`src/rtl/spi_mem_front.sv`:
```
`timescale 1ns/1ps
module spi_mem_front #(
  parameter int DW = 8
) (
  input  logic          clk,
  input  logic          rst_n,
  input  logic          spi_cs_n,
  input  logic          spi_sck,
  input  logic          spi_hold_n,
  input  logic          spi_wp_n,
  input  logic          si_in,
  output logic          so_out,
  output logic          so_oe,
  output logic          io0_out,
  output logic          io0_oe,
  output logic          frame_start,
  output logic          frame_end,
  output logic [DW-1:0] rx_byte,
  output logic          rx_valid,
  input  logic          tx_en,
  input  logic          tx_dual,
  input  logic [DW-1:0] tx_byte,
  output logic          tx_load,
  output logic          wp_lock
);
  localparam int CW = $clog2(DW);
  localparam logic [CW:0] WRAP = (CW+1)'(DW);

  logic [2:0]    cs_r, sck_r;
  logic [1:0]    hold_r, wp_r, si_r;
  logic          hold_q, dual_q;
  logic [CW-1:0] rx_cnt, tx_cnt;
  logic [DW-2:0] rx_sh;
  logic [DW-1:0] tx_sh;
  logic [CW:0]   tx_nxt;
  logic          cs_s, sck_s, cs_fall, cs_rise, sck_rise, sck_fall, live;

  always_ff @(posedge clk or negedge rst_n) begin
    if (!rst_n) begin
      cs_r   <= 3'b111;
      sck_r  <= 3'b000;
      hold_r <= 2'b11;
      wp_r   <= 2'b11;
      si_r   <= 2'b00;
    end else begin
      cs_r   <= {cs_r[1:0], spi_cs_n};
      sck_r  <= {sck_r[1:0], spi_sck};
      hold_r <= {hold_r[0], spi_hold_n};
      wp_r   <= {wp_r[0], spi_wp_n};
      si_r   <= {si_r[0], si_in};
    end
  end

  assign cs_s     = cs_r[1];
  assign sck_s    = sck_r[1];
  assign cs_fall  = cs_r[2] & ~cs_r[1];
  assign cs_rise  = ~cs_r[2] & cs_r[1];
  assign sck_rise = ~sck_r[2] & sck_r[1];
  assign sck_fall = sck_r[2] & ~sck_r[1];
  assign live     = ~cs_s & ~hold_q;
  assign wp_lock  = ~wp_r[1];

  always_ff @(posedge clk or negedge rst_n) begin
    if (!rst_n)                 hold_q <= 1'b0;
    else if (cs_s | hold_r[1])  hold_q <= 1'b0;
    else if (!sck_s)            hold_q <= 1'b1;
  end

  always_ff @(posedge clk or negedge rst_n) begin
    if (!rst_n) begin
      rx_cnt      <= '0;
      rx_sh       <= '0;
      rx_byte     <= '0;
      rx_valid    <= 1'b0;
      frame_start <= 1'b0;
      frame_end   <= 1'b0;
    end else begin
      rx_valid    <= 1'b0;
      frame_start <= cs_fall;
      frame_end   <= cs_rise;
      if (cs_fall) begin
        rx_cnt <= '0;
      end else if (live && sck_rise) begin
        rx_sh <= {rx_sh[DW-3:0], si_r[1]};
        if (rx_cnt == CW'(DW-1)) begin
          rx_cnt   <= '0;
          rx_byte  <= {rx_sh, si_r[1]};
          rx_valid <= 1'b1;
        end else begin
          rx_cnt <= rx_cnt + 1'b1;
        end
      end
    end
  end

  assign tx_nxt = {1'b0, tx_cnt} + (dual_q ? (CW+1)'(2) : (CW+1)'(1));

  always_ff @(posedge clk or negedge rst_n) begin
    if (!rst_n) begin
      tx_cnt  <= '0;
      tx_sh   <= '0;
      dual_q  <= 1'b0;
      tx_load <= 1'b0;
    end else begin
      tx_load <= 1'b0;
      if (cs_fall) begin
        tx_cnt <= '0;
        dual_q <= 1'b0;
      end else if (live && tx_en && sck_fall) begin
        if (tx_cnt == '0) begin
          tx_sh   <= tx_byte;
          dual_q  <= tx_dual;
          tx_load <= 1'b1;
          tx_cnt  <= tx_dual ? CW'(2) : CW'(1);
        end else begin
          tx_sh  <= dual_q ? {tx_sh[DW-3:0], 2'b00} : {tx_sh[DW-2:0], 1'b0};
          tx_cnt <= (tx_nxt == WRAP) ? '0 : tx_nxt[CW-1:0];
        end
      end
    end
  end

  assign so_out  = tx_sh[DW-1];
  assign io0_out = tx_sh[DW-2];
  assign so_oe   = live & tx_en;
  assign io0_oe  = so_oe & dual_q;
endmodule

```
`config.mk`:
```
export PLATFORM = sky130hd
export DESIGN_NAME = spi_mem_front
export DESIGN_NICKNAME = d
export VERILOG_FILES = /design/src/rtl/spi_mem_front.sv
export SDC_FILE = /design/constraint.sdc
export NUM_CORES = 1
export LEC_CHECK = 0
export ABC_AREA = 1
export CAP_MARGIN = 20
export CORE_MARGIN = 4
export CORE_UTILIZATION = 40
export CTS_CLUSTER_DIAMETER = 40
export CTS_CLUSTER_SIZE = 40
export DETAILED_ROUTE_END_ITERATION = 8
export PLACE_DENSITY = 0.7
export SYNTH_ARGS = -nofsm -noshare
export SYNTH_HDL_FRONTEND = slang
export SYNTH_SLANG_ARGS = --single-unit
```
`constraint.sdc`:
```
create_clock -name clk -period 2.45 [get_ports clk]
set_input_delay 0.3675 -clock clk [delete_from_list [all_inputs] [get_ports clk]]
set_output_delay 0.3675 -clock clk [all_outputs]
set_load 0.03 [all_outputs]
```
**Word level (Yosys, flattened, before mapping)**

Cells that the tools add are included.

- Flip-flop bits (word level): 47
- Bits in latches: 0
- RAM bits: 0
- Memory bits (read-only): 0
- Bits of input ports: 17
- Output and inout bits: 17
- Logic and storage cells: 69
- Memories: 0

- Add/subtract/negate cells: 2
- $mul: 0
- Div/mod/pow operators: 0
- $lt $le $gt $ge: 0
- Eq/ne operators: 3
- Shift-type cells: 0
- Multiplexer cells: 22
- Bitwise logic cells: 15
- Reduce and logical (&&, ||, !) cells: 11

Operator list:

| cell | count |
|---|---|
| $mux W3 | 7 |
| $mux W8 | 2 |
| $mux W1 | 11 |
| $and A1 B1 Y1 | 7 |
| $not A1 Y1 | 7 |
| $reduce_and A2 Y1 | 3 |
| $reduce_bool A2 Y1 | 3 |
| $add A3 B2 Y4 | 1 |
| $eq A4 B4 Y1 const B | 1 |
| $mux W2 | 2 |
| $add A3 B1 Y3 const B | 1 |
| $eq A3 B3 Y1 const B | 1 |
| $logic_and A1 B1 Y1 | 3 |
| $logic_not A3 Y1 | 1 |
| $reduce_and A3 Y1 | 1 |
| $ne A2 B1 Y1 const B | 1 |
| $or A1 B1 Y1 | 1 |

**Logic depth before layout (Yosys ltp)**

- Word-level depth: 7
- Gate-level depth with buffers: 8
- Mapped depth without buffers: 7

**Worst setup path before layout**

No wires, ideal clock.

- Path type: reg-to-reg
- From: reg dual_q
- To: reg tx_cnt[2]
- Library setup time: 118 ps
- Data arrival time: 1545 ps
- Required time: 2332 ps
- Setup slack: 787 ps
- Stages on the path, launching flop included: 8
- Buffers on the path: 1
- Period minus slack after synthesis: 1663 ps
- Cell sequence: dfrtp_1 > buf_4 > clkinv_1 > ha_1 > fa_1 > xor2_1 > nand4_1 > nand2_1

- Longest elaborated chain between the ends: 7

Ends and longest elaborated chain:

| item | line | source |
|---|---|---|
| from (decl) | 31 | `logic hold_q, dual_q;` |
| from (signal assigned) | 112 | `dual_q <= tx_dual;` |
| $mux W2 (*) | 96 | `assign tx_nxt = {1'b0, tx_cnt} + (dual_q ? (CW+1)'(2) : (CW+1)'(1));` |
| $add A3 B2 Y4 (*) | 96 |  |
| $eq A4 B4 Y1 | 117 | `tx_cnt <= (tx_nxt == WRAP) ? '0 : tx_nxt[CW-1:0];` |
| $mux W3 (*) | 117 |  |
| $mux W3 (*) | 110 | `if (tx_cnt == '0) begin` |
| $mux W3 (*) | 109 | `end else if (live && tx_en && sck_fall) begin` |
| $mux W3 (*) | 106 | `if (cs_fall) begin` |
| to (signal assigned) | 114 | `tx_cnt <= tx_dual ? CW'(2) : CW'(1);` |
| to (signal assigned) | 117 |  |
| to (decl) | 32 | `logic [CW-1:0] rx_cnt, tx_cnt;` |

Every way passes the cells marked *; elsewhere a longest branch is shown, timed or not. The select of a mux whose other input is x is not followed.
A chain may end at the register's enable or synchronous reset.

**Worst setup path in the final report**

- From: reg dual_q
- To: out io0_oe

- Longest elaborated chain between the ends: 1

Ends and longest elaborated chain:

| item | line | source |
|---|---|---|
| $and A1 B1 Y1 | 126 | `assign io0_oe = so_oe & dual_q;` |
| to (decl) | 15 | `output logic io0_oe,` |

Every way passes these cells.

==> summary.txt <==
FLOORPLANNING
------------------------------------------------------------------------------------
Top-level I/O count                                                               34
Number of rows in the core area                                                   25
Chip Width                                                                   79.3 um
Die Footprint                                                             6280 sq um
Floorplan core area                                                       4820 sq um
Initial cell density of the core                                               0.422
DIE HEIGHT                                                                   79.3 um

CLOCK NETWORK
------------------------------------------------------------------------------------
Clock tree from TritonCTS                                                       done
Maximum clock path buffer count                                                    2
Cell at the root of the clock tree                                          clkbuf_8
Number of buffers created by CTS                                                   5
Number of buffers inserted for hold repair after clock tree synthesis              0
Clk Latency, worst-skew pair                                                 0.29 ns
Clock-pin slew on the worst setup and hold paths                             0.09 ns
CTS Sinks                                                                         47
Number of H-tree levels                                                            2

DRT
------------------------------------------------------------------------------------
Total number of vias                                                            1524
Total Wirelength                                                             3710 um
Drt first-iter violations                                                         69
Vias/cell                                                                       4.55
Count of antenna-violating nets left after detailed routing                        0
1st-pass router iterations                                                         4
Remaining routing DRC violations                                                   0
Routed wirelength normalized by instance count                               11.1 um

STA
------------------------------------------------------------------------------------
Post-layout minimum cycle time                                               2.18 ns
Fmax                                                                         459 MHz
Crit path setup slack, layout                                               0.271 ns
RSZ-0062 raised after global routing                                              no
Worst slew margin relative to its limit                                        0.533
Worst Skew                                                                0.00817 ns
Pin slew with the least headroom to its limit                               0.697 ns
Final total negative setup slack                                                0 ns
Fraction of the cycle the final worst path needs                               0.889
Count of endpoints failing setup in the final report                               0
Number of hold-slack violations in the final timing report                         0
Max-slew violations                                                                0

POWER AND IR DROP
------------------------------------------------------------------------------------
Maximum vdd drop                                                            0.325 mV
Total design power                                                         0.00157 W
Power density over the cells                                             623 nW/um^2
Leakage Power                                                                1.36 nW

JOB
------------------------------------------------------------------------------------
Number of max-cap violations                                                       0

FINISH
------------------------------------------------------------------------------------
Area taken by multi-input logic gates                                      777 sq um
Growth of design area from synthesis to finish                                 24.2%
Register cell area after layout                                           1190 sq um
Fillers                                                                          484
Count of antenna diodes in the layout                                              0
Fin nets                                                                         288
Ratio of cells with drive above 1 in the final layout                          0.119
Design area                                                               2520 sq um

STATUS
------------------------------------------------------------------------------------
Status                                                                  complete, no violations

CRITICAL PATH
------------------------------------------------------------------------------------
Nature of the critical path endpoint                                     output port
Setup crit start                                                              dual_q
Reg2reg start                                                               sck_r[1]
Critical path launch point type                                            flip-flop
CP Data Arrival Time                                                         1.81 ns
Required time of the critical path                                           2.08 ns
Path type of the worst setup path                                       flip-flop to output port
Worst-path maximum fanout                                                          9

SYNTHESIS
------------------------------------------------------------------------------------
Fraction of synthesized cell area taken by the top area cell type              0.493
Number of nets in the synthesized netlist                                        249
Number of instances in the synthesized netlist                                   228
Per-instance average area after synthesis                                 8.91 sq um
Ranking of synthesized cells by area                                    dfrtp_1 (49%), nand2_1 (24%), dfstp_2 (9.1%), nor2_8 (2.0%), ha_1 (1.8%)
Count of cell types in the netlist                                                22
Synth warnings                                                                     0
Post-Syn Area                                                             2030 sq um
#FFs+latches synth                                                                47
Largest area contributor in the netlist                                      dfrtp_1
Sequential share of the synthesized area                                       0.583

GLOBAL ROUTING
------------------------------------------------------------------------------------
Gr ovfl total                                                                      0
Vias in the first global route                                                  1450
Global-route usage over all layers                                             0.130
Antenna violations before repair                                                   0
Global-route wire length before repair                                       6480 um
Maximum number of pins on one net before global-route repair                      25

PLACED DESIGN
------------------------------------------------------------------------------------
Area after detailed placement                                             2430 sq um
Pre-CTS setup slack                                                         0.334 ns
DPL Wire Length                                                              2700 um
Routability congestion estimate                                                0.847
Total of buffers placed on input and output ports                                 33

HOLD PATH
------------------------------------------------------------------------------------
Type of the tightest min-delay check                                    input pin to async pin

## cell usage after synthesis
| library cell | n |
|---|---|
| nand2_1 | 130 |
| dfrtp_1 | 40 |
| inv_1 | 9 |
| nor2_1 | 9 |
| dfstp_2 | 7 |
| nand3_1 | 5 |
| ha_1 | 3 |
| nand2_4 | 3 |
| nand4_1 | 3 |
| buf_4 | 2 |
| clkinv_1 | 2 |
| inv_2 | 2 |
| nor2_2 | 2 |
| nor2_4 | 2 |
| nor2_8 | 2 |
| buf_2 | 1 |
| fa_1 | 1 |
| nand2_2 | 1 |
| nor3_1 | 1 |
| nor3_4 | 1 |
| o21ai_2 | 1 |
| xor2_1 | 1 |
## worst max-delay path: stages, from the launching register on
cell and delay, ns:
dfrtp_2 0.48, clkinvlp_4 0.22, nor2_1 0.14, clkdlybuf4s50_1 0.67
## stage by stage
stage                     hold slack [ns]  cells  utilization
after detailed placement            0.335    327        0.505
after global routing               0.0661    335        0.523
after floorplan                    0.0719    228            -
after global placement              0.332    327        0.505
final                              0.0370    335        0.523
after CTS                          0.0499    335        0.522
## state kept, by name, indices dropped and copies added (netlist names)
name	flops
rx_byte	8
tx_sh	8
rx_sh	7
cs_r	3
rx_cnt	3
sck_r	3
tx_cnt	3
hold_r	2
si_r	2
wp_r	2
dual_q	1
frame_end	1
frame_start	1
hold_q	1
rx_valid	1
tx_load	1
## power by group
part / switching, W / internal, W / total [W]
Combinational: 0.000135 / 0.0000982 / 0.000233
Clock: 0.000237 / 0.000200 / 0.000438
Sequential: 0.0000529 / 0.000848 / 0.000900
Total: 0.000425 / 0.00115 / 0.00157
## cells in the final DEF, fill, tap and decap left out, types with 3 or more instances in the layout
cell type	instances
clkbuf_8	5
clkdlybuf4s50_1	32
dfrtp_1	39
dfstp_2	7
ha_1	3
inv_1	9
nand2_1	130
nand2_4	3
nand3_1	5
nand4_1	3
nor2_1	9
## area by class of cell
| cell class | instances | area share |
|---|---|---|
| Clock inverter | 1 | 0.00199 |
| Timing Repair Buffer | 35 | 0.135 |
| Clock buffer | 7 | 0.0303 |
| Inverter | 13 | 0.0208 |
| Tap cell | 67 | 0.0333 |
| Sequential cell | 47 | 0.470 |
| Multi-Input combinational cell | 165 | 0.308 |
## cells by family after synthesis
group,synth area share
fa+ha+maj,0.0283
xor+xnor,0.00431
simple gates,0.346
compound gates,0.00431
flops,0.583
buf+inv,0.0339
## per-layer routing
layer | global-route usage | wire [um]
met2 | 0.210 | 1730
met5 | 0 | 0
met3 | 0.0374 | 187
met1 | 0.173 | 1750
met4 | 0.0309 | 38
## path summary, 6_finish.rpt
path | to | slack [ns] | depth (start not counted)
max | io0_oe | 0.27 | 3
min | rx_sh[5] | 0.04 | 1
max reg2reg | rx_byte[7] | 0.57 | 7
min reg2reg | sck_r[1] | 0.35 | 0
max in group asynchronous | wp_r[1] | 1.78 | 2
min in group clk | sck_r[1] | 0.35 | 0
## what timing repair did
item / CTS / global route
setup endpoints to repair: 0 / 1
resized for setup: 0 / 2
setup buffers: 0 / 0
Note: power is estimated with default switching activity, not from simulation.
